### config.mk
export PLATFORM = sky130hd
export DESIGN_NAME = mt_thread_sel
export DESIGN_NICKNAME = d
export VERILOG_FILES = /design/src/rtl/mt_sel_pkg.sv /design/src/rtl/mt_rr_pick.sv /design/src/rtl/mt_pc_bank.sv /design/src/rtl/mt_thread_sel.sv
export SDC_FILE = /design/constraint.sdc
export NUM_CORES = 1
export LEC_CHECK = 0
export BUFFER_PORTS_ARGS = -buffer_cell sky130_fd_sc_hd__buf_2
export CELL_PAD_IN_SITES_DETAIL_PLACEMENT = 1
export CELL_PAD_IN_SITES_GLOBAL_PLACEMENT = 1
export CORE_UTILIZATION = 30
export CTS_BUF_LIST = sky130_fd_sc_hd__clkbuf_16
export CTS_CLUSTER_SIZE = 12
export DETAILED_ROUTE_END_ITERATION = 6
export PLACE_DENSITY_LB_ADDON = 0.1
export RECOVER_POWER = 50
export SLEW_MARGIN = 30
export SYNTH_ARGS = -nofsm -noshare
export SYNTH_HDL_FRONTEND = slang
export SYNTH_SLANG_ARGS = --single-unit
export TNS_END_PERCENT = 100
### constraint.sdc
create_clock -name clk -period 5.1 [get_ports clk]
set_input_delay 0.765 -clock clk [delete_from_list [all_inputs] [get_ports clk]]
set_output_delay 0.765 -clock clk [all_outputs]
set_load 0.01 [all_outputs]
### src/rtl/mt_sel_pkg.sv
package mt_sel_pkg;
    typedef enum logic [1:0] {
        SEL_FINE       = 2'd0,
        SEL_COARSE_RUN = 2'd1,
        SEL_REFILL     = 2'd2
    } sel_state_e;
endpackage

### src/rtl/mt_rr_pick.sv
// Round-robin finder: first requester after 'base', wrapping, base itself last.
module mt_rr_pick #(
    parameter int N   = 4,
    parameter int IDW = $clog2(N)
) (
    input  logic [N-1:0]   req,
    input  logic [IDW-1:0] base,
    output logic           found,
    output logic [IDW-1:0] pick
);
    int             idx;
    logic [IDW-1:0] slot;

    always_comb begin
        found = 1'b0;
        pick  = '0;
        idx   = 0;
        slot  = '0;
        // descending so the nearest offset is the last to win
        for (int k = N; k >= 1; k--) begin
            idx = int'(base) + k;
            if (idx >= N) idx = idx - N;
            slot = IDW'(idx);
            if (req[slot]) begin
                found = 1'b1;
                pick  = slot;
            end
        end
    end
endmodule

### src/rtl/mt_pc_bank.sv
// Replicated per-thread PC registers with one write and one read port.
module mt_pc_bank #(
    parameter int N           = 4,
    parameter int PC_W        = 32,
    parameter int BOOT_STRIDE = 'h1000,
    parameter int IDW         = $clog2(N)
) (
    input  logic            clk,
    input  logic            rst_n,
    input  logic            we,
    input  logic [IDW-1:0]  wtid,
    input  logic [PC_W-1:0] wdata,
    input  logic [IDW-1:0]  rtid,
    output logic [PC_W-1:0] rdata
);
    logic [PC_W-1:0] pc_q [N];

    for (genvar t = 0; t < N; t++) begin : g_pc
        localparam logic [PC_W-1:0] BOOT_PC = PC_W'(BOOT_STRIDE * t);

        always_ff @(posedge clk or negedge rst_n) begin
            if (!rst_n)                         pc_q[t] <= BOOT_PC;
            else if (we && wtid == IDW'(t))     pc_q[t] <= wdata;
        end

        // a thread not addressed by the write keeps its PC
        assert_other_pc_kept_R9: assert property (@(posedge clk) disable iff (!rst_n)
            !(we && wtid == IDW'(t)) |=> $stable(pc_q[t]));
    end

    assign rdata = pc_q[rtid];
endmodule

### src/rtl/mt_thread_sel.sv
module mt_thread_sel
    import mt_sel_pkg::*;
#(
    parameter int NUM_THREADS = 4,
    parameter int PC_W        = 32,
    parameter int REFILL_CYC  = 2,      // must be >= 1
    parameter int BOOT_STRIDE = 'h1000
) (
    input  logic                           clk,
    input  logic                           rst_n,
    input  logic                           coarse_mode_i,
    input  logic [NUM_THREADS-1:0]         stall_i,
    input  logic [NUM_THREADS-1:0]         long_stall_i,
    input  logic                           pc_wr_en_i,
    input  logic [PC_W-1:0]                pc_wr_data_i,
    output logic                           issue_valid_o,
    output logic [$clog2(NUM_THREADS)-1:0] issue_tid_o,
    output logic [PC_W-1:0]                issue_pc_o
);
    localparam int IDW = $clog2(NUM_THREADS);
    localparam int CW  = $clog2(REFILL_CYC + 1);

    sel_state_e     state_q, state_d;
    logic [IDW-1:0] cur_q, cur_d;
    logic [CW-1:0]  cnt_q, cnt_d;

    logic [NUM_THREADS-1:0] ready_v;
    logic                   fine_found, coarse_found;
    logic [IDW-1:0]         fine_tid, coarse_tid;

    assign ready_v = ~(stall_i | long_stall_i);

    mt_rr_pick #(.N(NUM_THREADS), .IDW(IDW)) u_fine_pick (
        .req(ready_v), .base(cur_q), .found(fine_found), .pick(fine_tid));

    mt_rr_pick #(.N(NUM_THREADS), .IDW(IDW)) u_coarse_pick (
        .req(~long_stall_i), .base(cur_q), .found(coarse_found), .pick(coarse_tid));

    // state register
    always_ff @(posedge clk or negedge rst_n) begin
        if (!rst_n) begin
            state_q <= SEL_FINE;
            cur_q   <= IDW'(NUM_THREADS - 1);
            cnt_q   <= '0;
        end else begin
            state_q <= state_d;
            cur_q   <= cur_d;
            cnt_q   <= cnt_d;
        end
    end

    // next-state logic
    always_comb begin
        state_d = state_q;
        cur_d   = cur_q;
        cnt_d   = cnt_q;
        unique case (state_q)
            SEL_FINE: begin
                if (fine_found) cur_d = fine_tid;
                state_d = coarse_mode_i ? SEL_COARSE_RUN : SEL_FINE;
            end
            SEL_COARSE_RUN: begin
                if (!coarse_mode_i) begin
                    state_d = SEL_FINE;
                end else if (long_stall_i[cur_q] && coarse_found) begin
                    cur_d   = coarse_tid;
                    cnt_d   = CW'(REFILL_CYC);
                    state_d = SEL_REFILL;
                end
            end
            SEL_REFILL: begin
                if (!coarse_mode_i)          state_d = SEL_FINE;
                else if (cnt_q == CW'(1))    state_d = SEL_COARSE_RUN;
                else                         cnt_d   = cnt_q - CW'(1);
            end
            default: state_d = SEL_FINE;
        endcase
    end

    // outputs
    always_comb begin
        issue_valid_o = 1'b0;
        issue_tid_o   = cur_q;
        unique case (state_q)
            SEL_FINE: begin
                issue_valid_o = fine_found;
                issue_tid_o   = fine_tid;
            end
            SEL_COARSE_RUN: issue_valid_o = ready_v[cur_q];
            SEL_REFILL:     issue_valid_o = 1'b0;
            default:        issue_valid_o = 1'b0;
        endcase
    end

    mt_pc_bank #(.N(NUM_THREADS), .PC_W(PC_W), .BOOT_STRIDE(BOOT_STRIDE), .IDW(IDW)) u_pcs (
        .clk   (clk),
        .rst_n (rst_n),
        .we    (issue_valid_o && pc_wr_en_i),
        .wtid  (issue_tid_o),
        .wdata (pc_wr_data_i),
        .rtid  (issue_tid_o),
        .rdata (issue_pc_o)
    );

    // interleaved issue never picks a stalled thread
    assert_fine_skips_stalled_R3: assert property (@(posedge clk) disable iff (!rst_n)
        (state_q == SEL_FINE && issue_valid_o) |->
            (!stall_i[issue_tid_o] && !long_stall_i[issue_tid_o]));

    // idle interleaved cycle leaves the rotation pointer alone
    assert_idle_ptr_kept_R4: assert property (@(posedge clk) disable iff (!rst_n)
        (state_q == SEL_FINE && !issue_valid_o) |=> (cur_q == $past(cur_q)));

    // short stall in switch-on-miss mode keeps the same thread
    assert_short_stall_no_switch_R6: assert property (@(posedge clk) disable iff (!rst_n)
        (state_q == SEL_COARSE_RUN && coarse_mode_i && !long_stall_i[cur_q]) |=>
            (cur_q == $past(cur_q) && state_q == SEL_COARSE_RUN));

    // no issue during the refill gap
    assert_refill_silent_R7: assert property (@(posedge clk) disable iff (!rst_n)
        (state_q == SEL_REFILL) |-> !issue_valid_o);

    // no candidate means no switch
    assert_no_candidate_stay_R8: assert property (@(posedge clk) disable iff (!rst_n)
        (state_q == SEL_COARSE_RUN && coarse_mode_i && (&long_stall_i)) |=>
            (state_q == SEL_COARSE_RUN && cur_q == $past(cur_q)));
endmodule

==> impl_metrics.py <==
metrics = {
    "clocking": {
        "clock_latency_ns": 0.41,
        "cts.htree.levels": 4,
        "clk_path_buf_depth": 2,
        "cts_resized": 0,
        "postCtsSetupBuffers": 0,
        "cts_tree": "built",
        "hold_buffers": 0,
        "clockRootBuffer": "clkbuf_16",
        "path_clk_slew_ns": 0.06,
        "cts_buffers": 17,
        "cts_sinks": 134,
    },
    "global_route": {
        "grt_max_degree": 96,
        "overflow": 0,
        "grt_usage_pct": 15.2,
        "grt_antenna_before_repair": 2,
        "grt_pass1_vias": 4575,
        "grt_pass1_wl_um": 25800,
    },
    "timing": {
        "relSlewSlack_pct": -65.1,
        "setup_violations": 0,
        "hold_viol": 0,
        "clock.fmax_ghz": 0.235,
        "finalClockSkew_ns": 0.00810,
        "drv_slew": 141,
        "setup_tns_ns": 0,
        "rsz0062_at_grt": "false",
        "tightest_slew_ns": 2.48,
        "fin_crit_ns": 4.25,
        "holdWs_ns": 0.484,
        "worst_slack_ns": 0.852,
        "finalCritPeriodShare_pct": 83.3,
    },
    "drt": {
        "antenna_left": 0,
        "via_count": 4176,
        "routedWlPerCell_um": 18.5,
        "viasPerCell": 4.95,
        "dr.pass1.iters": 4,
        "post-route-drc-count": 0,
        "drtIter0Drc": 95,
        "routed_wl_um": 15600,
    },
    "worst_hold_path": {
        "hold_depth": 1,
        "hold_class": "reg2reg",
        "hold_start": "u_pcs.pc_q[48]",
        "hold_end": "u_pcs.pc_q[48]",
    },
    "synth": {
        "syn_nets": 523,
        "synth_top_cell_by_area": "dfrtp_1",
        "synthTopCellsByArea": "dfrtp_1 (49%), mux2_1 (22%), mux2i_1 (15%)",
        "synth_edf_count": 0,
        "synth.distinct_cells": 50,
        "avgSynthCellArea_um2": 13.8,
        "syn-cell-area_um2": 6590,
        "ys_warn_count": 0,
        "netlist_instances": 478,
        "synth_flop_cell": "dfrtp_1",
        "yosys.area.top_type_share_pct": 48.6,
        "seq_area_frac_synth_pct": 51.0,
        "synth_async_sr_flop_share_pct": 100,
        "synth.ff_latch_count": 134,
        "netlist_top_cells_count": "dfrtp_1 (128), mux2_1 (128), mux2i_1 (97)",
    },
    "floorplan": {
        "rows": 53,
        "die_w_um": 150,
        "die_area_um2": 22600,
        "die_h_um": 150,
        "io_pins": 79,
        "core_area_um2": 21300,
        "start_util_pct": 31.0,
    },
    "worst_setup_path": {
        "rrSetupSlack_ns": 0.96,
        "startpoint_type": "flop",
        "worstPathArrival_ns": 3.48,
        "r2r-end": "u_pcs.pc_q[43]",
        "cp.required_ns": 4.34,
        "path_class": "reg2out",
        "endpoint_kind": "primary output",
        "reg2reg_depth": 5,
        "reg2reg_from": "cur_q[1]",
        "crit_path_max_fanout": 26,
    },
    "final_layout": {
        "syn_to_final_growth_pct": 17.6,
        "drive_gt1_share_pct": 23.2,
        "num_antenna_cells": 0,
        "final_core_util_pct": 36.4,
        "nets": 601,
        "finalInstanceArea_um2": 7750,
        "fill_cells": 2222,
    },
    "pwr": {
        "p_per_area_nw_per_um2": 675,
        "peakVddDrop_mv": 0.224,
        "total_leakage_power_nw": 3.44,
    },
    "placement": {
        "place_congestion": 0.741,
        "dp_slack_ns": 1.10,
        "port_buffers": 78,
        "place_hpwl_um": 10500,
        "place_area_um2": 7260,
    },
    "outcome": {
        "status": "finished with violations",
        "violations": "capacitance limit, slew limit",
    },
    "flow_run": {
        "cap_violations": 4,
    },
}
==> how the worst max path moves through the flow <==
stage          slack (ns)       startpoint  depth (start not counted)        endpoint
2_1_floorplan        1.89  long_stall_i[1]                          9  issue_pc_o[10]
3_3_place_gp         1.17  long_stall_i[3]                          9  issue_pc_o[15]
3_5_place_dp         1.10  long_stall_i[3]                          9  issue_pc_o[19]
4_1_cts              0.93         cur_q[1]                          8  issue_pc_o[15]
5_1_grt              0.58         cur_q[1]                          8  issue_pc_o[12]
6_report             0.85         cur_q[1]                          8  issue_pc_o[25]
==> layer usage <==
layer,wire (µm),track usage [%],up-vias
met5,26,0,-
met4,196,4.70,4
met3,524,4.03,16
met2,7740,25.2,59
met1,7110,19.4,2188
li1,-,-,1909
==> metrics by stage <==
step	instances	total power [mW]
after detailed placement	812	4.17
after floorplan	478	3.41
after global routing	844	5.64
after CTS	844	5.37
final	844	5.23
after global placement	812	4.11
==> power by group <==
group	internal (mW)	leakage, nW	switching (mW)	total (mW)
logic	1.05	1.57	1.10	2.15
clock network	0.711	0.263	0.458	1.17
registers	1.61	1.60	0.309	1.92
total	3.37	3.44	1.87	5.23
==> cell families (layout without fill, tap and decap cells) <==
group / Yosys count / count (layout) / synth area share (%)
multiplexers: 227 / 227 / 36.9
flip-flops: 134 / 134 / 51.0
AND/OR/NAND/NOR: 43 / 43 / 3.61
AO/OA/AOI/OAI: 38 / 38 / 4.80
buffers and inverters: 35 / 126 / 3.47
adder cells (fa/ha/maj): 1 / 1 / 0.190
==> cells in the final DEF, fill, tap and decap left out, types with 6 or more instances in the layout <==
cell and instances:
clkbuf_16 17, mux2_1 128, nor2_1 15, o21ai_0 6
dfrtp_1 128, mux2i_1 97, nand2_1 6, buf_2 77
buf_4 9
==> sequential cells by signal, indices dropped and copies added (netlist names) <==
signal and flops:
u_pcs.pc_q 128, state_q 2, cnt_q 2, cur_q 2
==> area by class of cell <==
class	count	area, µm²	share of cell area [%]
well taps	275	344	4.44
clock inverters	15	139	1.79
multi-input cells	309	2980	38.5
repair buffers	89	483	6.23
inverters	5	18.8	0.242
flip-flops and latches	134	3360	43.4
clock buffers	17	425	5.49
==> critical path, stage by stage, from the launching register on <==
cell and delay, ns:
dfstp_1 1.01, nor4_1 0.23, a311oi_4 0.42, nand2_1 0.15, o21ai_4 0.36, buf_12 0.31, mux2i_1 0.27, mux2i_1 0.14
buf_2 0.16
Power figures use the tool's default switching activity.
